===== src/rtl/ptw_pkg.sv =====
package ptw_pkg;

  localparam int ENTRY_W = 32;
  localparam int BIT_P   = 0;
  localparam int BIT_RW  = 1;
  localparam int BIT_US  = 2;
  localparam int BIT_A   = 5;
  localparam int BIT_D   = 6;
  localparam int BIT_PS  = 7;
  localparam int BIT_RSV = 21;
  localparam int EXT_LO  = 13;

  typedef enum logic [3:0] {
    ST_IDLE,
    ST_PDE_RD,
    ST_PDE_WAIT,
    ST_PDE_WB,
    ST_PTE_RD,
    ST_PTE_WAIT,
    ST_PTE_WB,
    ST_DONE,
    ST_FAULT
  } walkState_e;

  typedef struct packed {
    logic capture;
    logic loadPde;
    logic loadPte;
    logic commitPde;
    logic commitPte;
    logic markRsvd;
    logic selPte;
  } walkCtl_t;

  typedef struct packed {
    logic pdePresent;
    logic pdeLarge;
    logic pdeRsvd;
    logic pdeNeedWb;
    logic ptePresent;
    logic pteNeedWb;
  } walkSts_t;

endpackage


===== src/rtl/ptw_dpath.sv =====
module ptw_dpath
  import ptw_pkg::*;
#(
  parameter int PA_W = 40
) (
  input  logic              clk,
  input  logic              rstN,
  input  walkCtl_t          ctl,
  input  logic [31:0]       virtAddr,
  input  logic              isWrite,
  input  logic              pagingOn,
  input  logic              largeOn,
  input  logic [31:0]       dirBase,
  input  logic [31:0]       addrMask,
  input  logic [31:0]       memRspData,
  output walkSts_t          sts,
  output logic [31:0]       memReqAddr,
  output logic [31:0]       memReqWdata,
  output logic              faultRsvd,
  output logic [PA_W-1:0]   physAddr,
  output logic              pageLarge,
  output logic              permUser,
  output logic              permWrite
);

  localparam int EXT_W = PA_W - 32;

  logic [31:0]        vaReg;
  logic [31:0]        baseReg;
  logic [31:0]        maskReg;
  logic               writeReg;
  logic               largeEnReg;
  logic               bypassReg;
  logic               rsvdReg;
  logic [ENTRY_W-1:0] pdeReg;
  logic [ENTRY_W-1:0] pteReg;

  logic [31:0]        pdeAddr;
  logic [31:0]        pteAddr;
  logic [ENTRY_W-1:0] pdeWbVal;
  logic [ENTRY_W-1:0] pteWbVal;
  logic               isLarge;

  always_ff @(posedge clk) begin
    if (!rstN) begin
      vaReg      <= '0;
      baseReg    <= '0;
      maskReg    <= '0;
      writeReg   <= 1'b0;
      largeEnReg <= 1'b0;
      bypassReg  <= 1'b0;
      rsvdReg    <= 1'b0;
      pdeReg     <= '0;
      pteReg     <= '0;
    end else begin
      if (ctl.capture) begin
        vaReg      <= virtAddr;
        baseReg    <= dirBase;
        maskReg    <= addrMask;
        writeReg   <= isWrite;
        largeEnReg <= largeOn;
        bypassReg  <= ~pagingOn;
        rsvdReg    <= 1'b0;
      end
      if (ctl.markRsvd) rsvdReg <= 1'b1;
      if (ctl.loadPde)        pdeReg <= memRspData;
      else if (ctl.commitPde) pdeReg <= pdeWbVal;
      if (ctl.loadPte)        pteReg <= memRspData;
      else if (ctl.commitPte) pteReg <= pteWbVal;
    end
  end

  assign isLarge = pdeReg[BIT_PS] & largeEnReg;

  always_comb begin
    pdeWbVal = pdeReg;
    pdeWbVal[BIT_A] = 1'b1;
    if (isLarge && writeReg) pdeWbVal[BIT_D] = 1'b1;
    pteWbVal = pteReg;
    pteWbVal[BIT_A] = 1'b1;
    if (writeReg) pteWbVal[BIT_D] = 1'b1;
  end

  assign pdeAddr = {baseReg[31:12], vaReg[31:22], 2'b00} & maskReg;
  assign pteAddr = {pdeReg[31:12], vaReg[21:12], 2'b00} & maskReg;

  assign memReqAddr  = ctl.selPte ? pteAddr : pdeAddr;
  assign memReqWdata = ctl.selPte ? pteWbVal : pdeWbVal;

  always_comb begin
    sts.pdePresent = pdeReg[BIT_P];
    sts.pdeLarge   = isLarge;
    sts.pdeRsvd    = isLarge & pdeReg[BIT_RSV];
    sts.pdeNeedWb  = ~pdeReg[BIT_A] | (isLarge & writeReg & ~pdeReg[BIT_D]);
    sts.ptePresent = pteReg[BIT_P];
    sts.pteNeedWb  = ~pteReg[BIT_A] | (writeReg & ~pteReg[BIT_D]);
  end

  always_comb begin
    if (bypassReg) begin
      physAddr  = {{EXT_W{1'b0}}, vaReg};
      pageLarge = 1'b0;
      permUser  = 1'b1;
      permWrite = 1'b1;
    end else if (isLarge) begin
      physAddr  = {pdeReg[EXT_LO +: EXT_W], pdeReg[31:22], vaReg[21:0]};
      pageLarge = 1'b1;
      permUser  = pdeReg[BIT_US];
      permWrite = pdeReg[BIT_RW] & pdeReg[BIT_D];
    end else begin
      physAddr  = {{EXT_W{1'b0}}, pteReg[31:12], vaReg[11:0]};
      pageLarge = 1'b0;
      permUser  = pdeReg[BIT_US] & pteReg[BIT_US];
      permWrite = pdeReg[BIT_RW] & pteReg[BIT_RW] & pteReg[BIT_D];
    end
  end

  assign faultRsvd = rsvdReg;


  addr_align_chk: assert property (@(posedge clk) disable iff (!rstN)
    memReqAddr[1:0] == 2'b00);


  pte_after_a_chk: assert property (@(posedge clk) disable iff (!rstN)
    ctl.loadPte |-> pdeReg[BIT_A]);


  dirty_set_chk: assert property (@(posedge clk) disable iff (!rstN)
    ctl.commitPte && writeReg |=> pteReg[BIT_D] && pteReg[BIT_A]);

endmodule


===== src/rtl/ptw_ctrl.sv =====
module ptw_ctrl
  import ptw_pkg::*;
(
  input  logic     clk,
  input  logic     rstN,
  input  logic     walkStart,
  input  logic     pagingOn,
  input  logic     memReqReady,
  input  logic     memRspValid,
  input  walkSts_t sts,
  output walkCtl_t ctl,
  output logic     memReqValid,
  output logic     memReqWrite,
  output logic     walkDone,
  output logic     walkFault,
  output logic     busy
);

  walkState_e state;
  walkState_e nxt;

  always_ff @(posedge clk) begin
    if (!rstN) state <= ST_IDLE;
    else       state <= nxt;
  end

  always_comb begin
    nxt         = state;
    ctl         = '0;
    memReqValid = 1'b0;
    memReqWrite = 1'b0;
    unique case (state)
      ST_IDLE: begin
        if (walkStart) begin
          ctl.capture = 1'b1;
          nxt = pagingOn ? ST_PDE_RD : ST_DONE;
        end
      end
      ST_PDE_RD: begin
        memReqValid = 1'b1;
        if (memReqReady) nxt = ST_PDE_WAIT;
      end
      ST_PDE_WAIT: begin
        if (memRspValid) begin
          ctl.loadPde = 1'b1;
          nxt = ST_PDE_WB;
        end
      end
      ST_PDE_WB: begin
        if (!sts.pdePresent) begin
          nxt = ST_FAULT;
        end else if (sts.pdeRsvd) begin
          ctl.markRsvd = 1'b1;
          nxt = ST_FAULT;
        end else if (sts.pdeNeedWb) begin
          memReqValid = 1'b1;
          memReqWrite = 1'b1;
          if (memReqReady) begin
            ctl.commitPde = 1'b1;
            nxt = sts.pdeLarge ? ST_DONE : ST_PTE_RD;
          end
        end else begin
          nxt = sts.pdeLarge ? ST_DONE : ST_PTE_RD;
        end
      end
      ST_PTE_RD: begin
        ctl.selPte  = 1'b1;
        memReqValid = 1'b1;
        if (memReqReady) nxt = ST_PTE_WAIT;
      end
      ST_PTE_WAIT: begin
        ctl.selPte = 1'b1;
        if (memRspValid) begin
          ctl.loadPte = 1'b1;
          nxt = ST_PTE_WB;
        end
      end
      ST_PTE_WB: begin
        ctl.selPte = 1'b1;
        if (!sts.ptePresent) begin
          nxt = ST_FAULT;
        end else if (sts.pteNeedWb) begin
          memReqValid = 1'b1;
          memReqWrite = 1'b1;
          if (memReqReady) begin
            ctl.commitPte = 1'b1;
            nxt = ST_DONE;
          end
        end else begin
          nxt = ST_DONE;
        end
      end
      ST_DONE:  nxt = ST_IDLE;
      ST_FAULT: nxt = ST_IDLE;
      default:  nxt = ST_IDLE;
    endcase
  end

  assign walkDone  = (state == ST_DONE);
  assign walkFault = (state == ST_FAULT);
  assign busy      = (state != ST_IDLE);


  req_hold_chk: assert property (@(posedge clk) disable iff (!rstN)
    memReqValid && !memReqReady |=> memReqValid && $stable(memReqWrite));


  done_pulse_chk: assert property (@(posedge clk) disable iff (!rstN)
    (walkDone || walkFault) |=> !walkDone && !walkFault && !busy);


  start_ignored_chk: assert property (@(posedge clk) disable iff (!rstN)
    busy && walkStart && !walkDone && !walkFault |=> busy);

endmodule


===== src/rtl/ptw_walker.sv =====
module ptw_walker
  import ptw_pkg::*;
#(
  parameter int PA_W = 40
) (
  input  logic            clk,
  input  logic            rstN,
  input  logic            walkStart,
  input  logic [31:0]     virtAddr,
  input  logic            isWrite,
  input  logic            pagingOn,
  input  logic            largeOn,
  input  logic [31:0]     dirBase,
  input  logic [31:0]     addrMask,
  output logic            memReqValid,
  input  logic            memReqReady,
  output logic            memReqWrite,
  output logic [31:0]     memReqAddr,
  output logic [31:0]     memReqWdata,
  input  logic            memRspValid,
  input  logic [31:0]     memRspData,
  output logic            busy,
  output logic            walkDone,
  output logic            walkFault,
  output logic            faultRsvd,
  output logic [PA_W-1:0] physAddr,
  output logic            pageLarge,
  output logic            permUser,
  output logic            permWrite
);

  walkCtl_t ctl;
  walkSts_t sts;

  ptw_ctrl u_ctrl (
    .clk         (clk),
    .rstN        (rstN),
    .walkStart   (walkStart),
    .pagingOn    (pagingOn),
    .memReqReady (memReqReady),
    .memRspValid (memRspValid),
    .sts         (sts),
    .ctl         (ctl),
    .memReqValid (memReqValid),
    .memReqWrite (memReqWrite),
    .walkDone    (walkDone),
    .walkFault   (walkFault),
    .busy        (busy)
  );

  ptw_dpath #(.PA_W(PA_W)) u_dpath (
    .clk         (clk),
    .rstN        (rstN),
    .ctl         (ctl),
    .virtAddr    (virtAddr),
    .isWrite     (isWrite),
    .pagingOn    (pagingOn),
    .largeOn     (largeOn),
    .dirBase     (dirBase),
    .addrMask    (addrMask),
    .memRspData  (memRspData),
    .sts         (sts),
    .memReqAddr  (memReqAddr),
    .memReqWdata (memReqWdata),
    .faultRsvd   (faultRsvd),
    .physAddr    (physAddr),
    .pageLarge   (pageLarge),
    .permUser    (permUser),
    .permWrite   (permWrite)
  );


  req_addr_hold_chk: assert property (@(posedge clk) disable iff (!rstN)
    memReqValid && !memReqReady |=> $stable(memReqAddr) && $stable(memReqWdata));

endmodule


===== config.mk =====
export PLATFORM = sky130hd
export DESIGN_NAME = ptw_walker
export DESIGN_NICKNAME = d
export VERILOG_FILES = /design/src/rtl/ptw_pkg.sv /design/src/rtl/ptw_dpath.sv /design/src/rtl/ptw_ctrl.sv /design/src/rtl/ptw_walker.sv
export SDC_FILE = /design/constraint.sdc
export NUM_CORES = 1
export LEC_CHECK = 0
export BUFFER_PORTS_ARGS = -buffer_cell sky130_fd_sc_hd__buf_2
export CAP_MARGIN = 10
export CORE_AREA = 2 2 191 137
export DETAILED_ROUTE_END_ITERATION = 8
export DIE_AREA = 0 0 193 139
export PLACE_DENSITY = 0.52
export SLEW_MARGIN = 20
export SYNTH_ARGS = -nofsm -noshare
export SYNTH_HDL_FRONTEND = slang
export SYNTH_SLANG_ARGS = --single-unit

===== constraint.sdc =====
create_clock -name clk -period 1.95 [get_ports clk]
set_input_delay 0.0975 -clock clk [delete_from_list [all_inputs] [get_ports clk]]
set_output_delay 0.0975 -clock clk [all_outputs]
set_load 0.02 [all_outputs]

Word-level counts from Yosys, hierarchy flattened
Index checks and enable logic that the tools add are counted.
{"block": "word_totals", "regBits": 168, "latch_bits": 0, "mem_bits_rw": 0, "rom_bits": 0, "input_bits": 136, "out_inout_bits": 113, "wordCells": 111, "mem_count": 0}
{"block": "op_classes", "n_addsub": 0, "multipliers": 0, "n_div": 0, "order_cmp": 0, "eq_ne": 15, "shift": 0, "mux": 57, "bitwise": 18, "n_reduce_logical": 9}
{"operator": "32-bit 2-to-1 mux", "count": 4}
{"operator": "40-bit 2-to-1 mux", "count": 2}
{"operator": "32-bit bitwise AND", "count": 2}
{"operator": "4-bit 2-to-1 mux", "count": 12}
{"operator": "1-bit 2-to-1 mux", "count": 32}
{"operator": "4-bit one-hot mux with 7 select lines", "count": 1}
{"operator": "4-bit by 3-bit == test with 1-bit output, second input constant", "count": 4}
{"operator": "7-bit 2-to-1 mux", "count": 2}
{"operator": "2-bit inequality test, second input constant", "count": 5}
{"operator": "1-bit bitwise AND", "count": 9}
{"operator": "4-bit by 2-bit == test with 1-bit output, second input constant", "count": 2}
{"operator": "7-bit AND reduction", "count": 1}
{"operator": "2-bit nonzero test", "count": 3}
{"operator": "5-bit inequality test, second input constant", "count": 1}
{"operator": "1-bit inverter", "count": 5}
{"operator": "4-bit by 1-bit == test with 1-bit output, second input constant", "count": 1}
{"operator": "4-bit == test, second input constant", "count": 1}
{"operator": "4-bit logical NOT", "count": 1}
{"operator": "4-bit inequality test, second input constant", "count": 1}
{"operator": "4-bit nonzero test", "count": 1}
{"operator": "3-bit 2-to-1 mux", "count": 1}
{"operator": "1-bit one-hot mux with 3 select lines", "count": 1}
{"operator": "3-bit OR reduction", "count": 1}
{"operator": "2-bit 2-to-1 mux", "count": 1}
{"operator": "4 further kinds", "count": 5}

Logic depth before layout (Yosys ltp)
{"block": "logic_depth", "ltp_word": 10, "ltp_mapped": 7, "ltp_nobuf": 5}

By module
From an unflattened synthesis, not the netlist that was laid out.
{"block": "hier_totals", "hier_cells": 748, "hier_area_um2": 7724.9}
{"module": "ptw_dpath", "n_inst": 1, "cells_per_inst": 689, "area_per_inst_um2": 7249.5, "seq_area_each_um2": 3002.9}
{"module": "ptw_ctrl", "n_inst": 1, "cells_per_inst": 59, "area_per_inst_um2": 475.5, "seq_area_each_um2": 80.1}

Worst setup path after synthesis
No wires, ideal clock.
{"block": "synth_path", "kind": "register to output", "start": "reg u_ctrl.state[2]", "end": "out memReqAddr[10]", "t_arrival_ns": 1.783, "required_ns": 1.852, "setup_slack_ns": 0.069, "stages_incl_launch_ff": 7, "path_buffers": 2, "path_cell_list": "dfxtp_1 buf_2 inv_1 a211oi_2 clkbuf_1 nand2_1 a21boi_0"}
{"block": "synth_between", "elab_chain_cells": 4, "elab_cells_between_ends": 6, "classes_between": "eq/ne (3); mux (2); reduce/logical (1)"}
{"element": "start: declaration", "line": "ptw_ctrl.sv:19", "source": "walkState_e state;"}
{"element": "start signal: assignment", "line": "ptw_ctrl.sv:24", "source": "else state <= nxt;"}
{"element": "4-bit by 3-bit == test with 1-bit output", "line": "ptw_ctrl.sv:32", "source": "unique case (state)"}
{"element": "3-bit OR reduction (no source line) *"}
{"element": "1-bit 2-to-1 mux *", "line": "ptw_ctrl.sv:32"}
{"element": "32-bit 2-to-1 mux *", "line": "ptw_dpath.sv:87", "source": "assign memReqAddr = ctl.selPte ? pteAddr : pdeAddr;"}
{"element": "end: declaration", "line": "ptw_walker.sv:18", "source": "output logic [31:0] memReqAddr,"}
Every way passes the cells marked *; elsewhere a longest branch is shown, timed or not.

Worst setup path in the final report
{"block": "layout_path", "start": "reg u_ctrl.state[1]", "end": "out memReqWdata[12]"}
{"block": "layout_between", "elab_chain_cells": 4, "elab_cells_between_ends": 6, "classes_between": "eq/ne (3); mux (2); reduce/logical (1)"}
{"element": "4-bit by 3-bit == test with 1-bit output", "line": "ptw_ctrl.sv:32"}
{"element": "3-bit OR reduction (no source line) *"}
{"element": "1-bit 2-to-1 mux *", "line": "ptw_ctrl.sv:32"}
{"element": "32-bit 2-to-1 mux *", "line": "ptw_dpath.sv:88", "source": "assign memReqWdata = ctl.selPte ? pteWbVal : pdeWbVal;"}
{"element": "end: declaration", "line": "ptw_walker.sv:19", "source": "output logic [31:0] memReqWdata,"}
Marked as above.

==> run_results.csv <==
group,metric,value,unit
job,maxCapViolCount,0,
placement,placement.cell_area,8989,µm²
grt,gr-total-overflow,0,
logic_synthesis,ys_types,46,
timing,hold_viol,0,
timing,slew_headroom,66.48,%
floorplanning,die_w,193,µm
floorplanning,start_util,29.35,%
route,num_vias,7741,
clocking,root_buffer,"clkbuf_16",
route,ant_nets,0,
route,drc,0,
logic_synthesis,synth_edf_count,0,
grt,use_met2,33.79,%
timing,period_minus_slack,2041,ps
timing,slew_violations,0,
placement,place_congestion,0.7648,
worst_setup_path,endpoint_kind,"primary output",
worst_setup_path,arrival,1940,ps
worst_setup_path,cp.required,1850,ps
clocking,cts_tree,"yes",
clocking,cts.sinks,154,
logic_synthesis,synth-seq-cells,154,
route,drt-wirelength-per-cell,18.02,µm
timing,period_share,104.7,%
logic_synthesis,synth-warning-count,0,
cells_and_area,final_common_cell,"nand2_1",
cells_and_area,design_area,12070,µm²
grt,grt_max_degree,69,
grt,antenna_found_initial,0,
clocking,clockBufferDepth,2,
cells_and_area,fin_nets,1470,
clocking,numCtsBuffers,17,
clocking,cts-htree-levels,4,
cells_and_area,final_cell_mix,"nand2_1, buf_2, dfxtp_1",
logic_synthesis,synth-main-ff-cell,"dfxtp_1",
worst_setup_path,startpoint_type,"register",
timing,rsz0062_at_grt,"true",
logic_synthesis,syn_area,7377,µm²
floorplanning,dieArea,26830,µm²
worst_setup_path,r2r_start,"u_ctrl.state[1]",
hold_path,hp-class,"input pin to register",
logic_synthesis,syn_area_per_cell,7.422,µm²
grt,grt.busiest_layer,"met2",
cells_and_area,n_fill_cell,2489,
grt,globalRouteMet1Util,30.32,%
floorplanning,num_io_pins,249,
grt,grt_first_pass_wirelength,43770,µm
route,first_pass_iters,4,
status,violations,"negative setup slack",
placement,portBuffers,231,
power,leakage,5.232,nW
logic_synthesis,async_flop_share,0,%
cells_and_area,multiInputGateArea,4422,µm²
grt,grt_usage,21.65,%
cells_and_area,areaGrowthSynthToFinish,63.67,%
worst_setup_path,ff2ff_setup_slack,50,ps
power,power.density,1053,nW/µm²
cells_and_area,final_util,48.03,%
grt,groute.layer.met3.usage,5.415,%
logic_synthesis,yosysSeqAreaShare,41.79,%
power,ir_drop,0.7018,mV
timing,fin_hold_ws,36.40,ps
floorplanning,rows,49,
route,wirelength,30240,µm
logic_synthesis,synth_cells,994,
clocking,path_clk_slew,70,ps
clocking,clk_latency,430,ps
worst_setup_path,reg2reg_depth,8,
worst_setup_path,startpoint,"u_ctrl.state[1]",
cells_and_area,antenna-diode-count,0,
cells_and_area,regArea,3104,µm²
worst_setup_path,crit_fanout,6,
grt,grt_pass1_vias,7457,
cells_and_area,drive_gt1_share,33.48,%
timing,setup_ws,-90.75,ps
hold_path,whs_path_depth,2,
hold_path,hold_path.startpoint,"rstN",
route,drtIter0Drc,365,
floorplanning,die_h,139,µm
timing,skew,9.363,ps
route,via_per_inst,4.613,
timing,setup_viol,56,
timing,tightest_slew,500.9,ps
floorplanning,core_area,25140,µm²
status,status,"finished, violations left",
worst_setup_path,critPathKind,"register to primary output",
placement,dp_hpwl,19380,µm
timing,fmax,490.0,MHz
final timing paths:
| kind | to |
|---|---|
| worst max register to register | u_ctrl.state[0] |
| worst max-delay path | memReqWdata[12] |
| worst min-delay path | u_ctrl.state[3] |
| worst min register to register | u_dpath.maskReg[20] |
cell usage after synthesis, types with 9 or more instances:
master	count	area share (%)
dfxtp_1	154	42
buf_4	16	1.6
and2_1	9	0.76
nand3_1	9	0.61
mux2i_1	11	1.5
nand2_1	458	23
o21ai_0	18	1.2
clkbuf_1	56	2.8
buf_2	11	0.75
nor2_1	13	0.66
mux2_2	10	1.5
a21boi_0	174	18
state kept, by name (all words and copies together), names as in the netlist:
signal and cells:
u_dpath.baseReg 20, u_dpath.pteReg 32, u_dpath.writeReg 1, u_dpath.maskReg 30
u_dpath.bypassReg 1, u_dpath.largeEnReg 1, u_ctrl.state 4, u_dpath.faultRsvd 1
u_dpath.vaReg 32, u_dpath.pdeReg 32
critical path: stages, from the launching register on:
cell and delay [ps]:
dfxtp_4 360, buf_6 120, a211oi_4 210, buf_6 180
buf_12 130, buf_16 140, buf_12 150, nand2_4 50
nand2_2 70, buf_6 110
metal layers:
layer / part of all wire [%] / routed length, µm / up-vias
met5: 0 / 0 / -
met4: 0.75 / 228 / 0
met3: 8.0 / 2434 / 18
met2: 44 / 13440 / 208
met1: 47 / 14140 / 3635
li1: - / - / 3880
repair_timing:
| action | CTS | global route |
|---|---|---|
| pin swaps | 21 | 50 |
| cloned | 5 | 4 |
| endpoints found under the hold margin | 149 | 0 |
| endpoints found under the setup margin | 74 | 143 |
| gates resized for setup | 184 | 130 |
| setup buffers | 11 | 6 |
| hold buffers | 117 | 0 |
report_power, final:
part           total, W  switching (W)  internal, W
Combinational   0.00544        0.00298      0.00246
Clock           0.00320        0.00145      0.00175
Sequential      0.00407       0.000435      0.00364
stage by stage:
step / setup TNS [ps] / power [W] / cells / setup slack, ps
floorplan: 0 / 0.006254 / 995 / 69.30
global placement: 0 / 0.007771 / 1503 / 102.4
detailed placement: 0 / 0.007815 / 1503 / 85.68
CTS: -3067 / 0.01215 / 1668 / -97.89
global route: -8458 / 0.01339 / 1678 / -184.3
finish: -2995 / 0.01271 / 1678 / -90.75
logic make-up after synthesis:
| kind of cell | Yosys count | synth area share, % |
|---|---|---|
| AOI/OAI and AO/OA | 218 | 22.02 |
| and+or+nand+nor | 510 | 27.37 |
| buffers and inverters | 88 | 5.580 |
| DFF | 154 | 41.79 |
| other | 2 | 0.1018 |
| muxes | 21 | 3.019 |
| xor gates and xnor gates | 1 | 0.1187 |
final cells by class:
| class | instances | area share [%] |
|---|---|---|
| multi-input cells | 753 | 36.62 |
| repair buffers | 406 | 29.54 |
| flip-flops and latches | 154 | 25.71 |
| clock buffers | 21 | 3.896 |
| well taps | 331 | 3.430 |
| clock inverters | 11 | 0.7358 |
| inverters | 2 | 0.06218 |
Note: power is estimated with default switching activity, not from simulation.
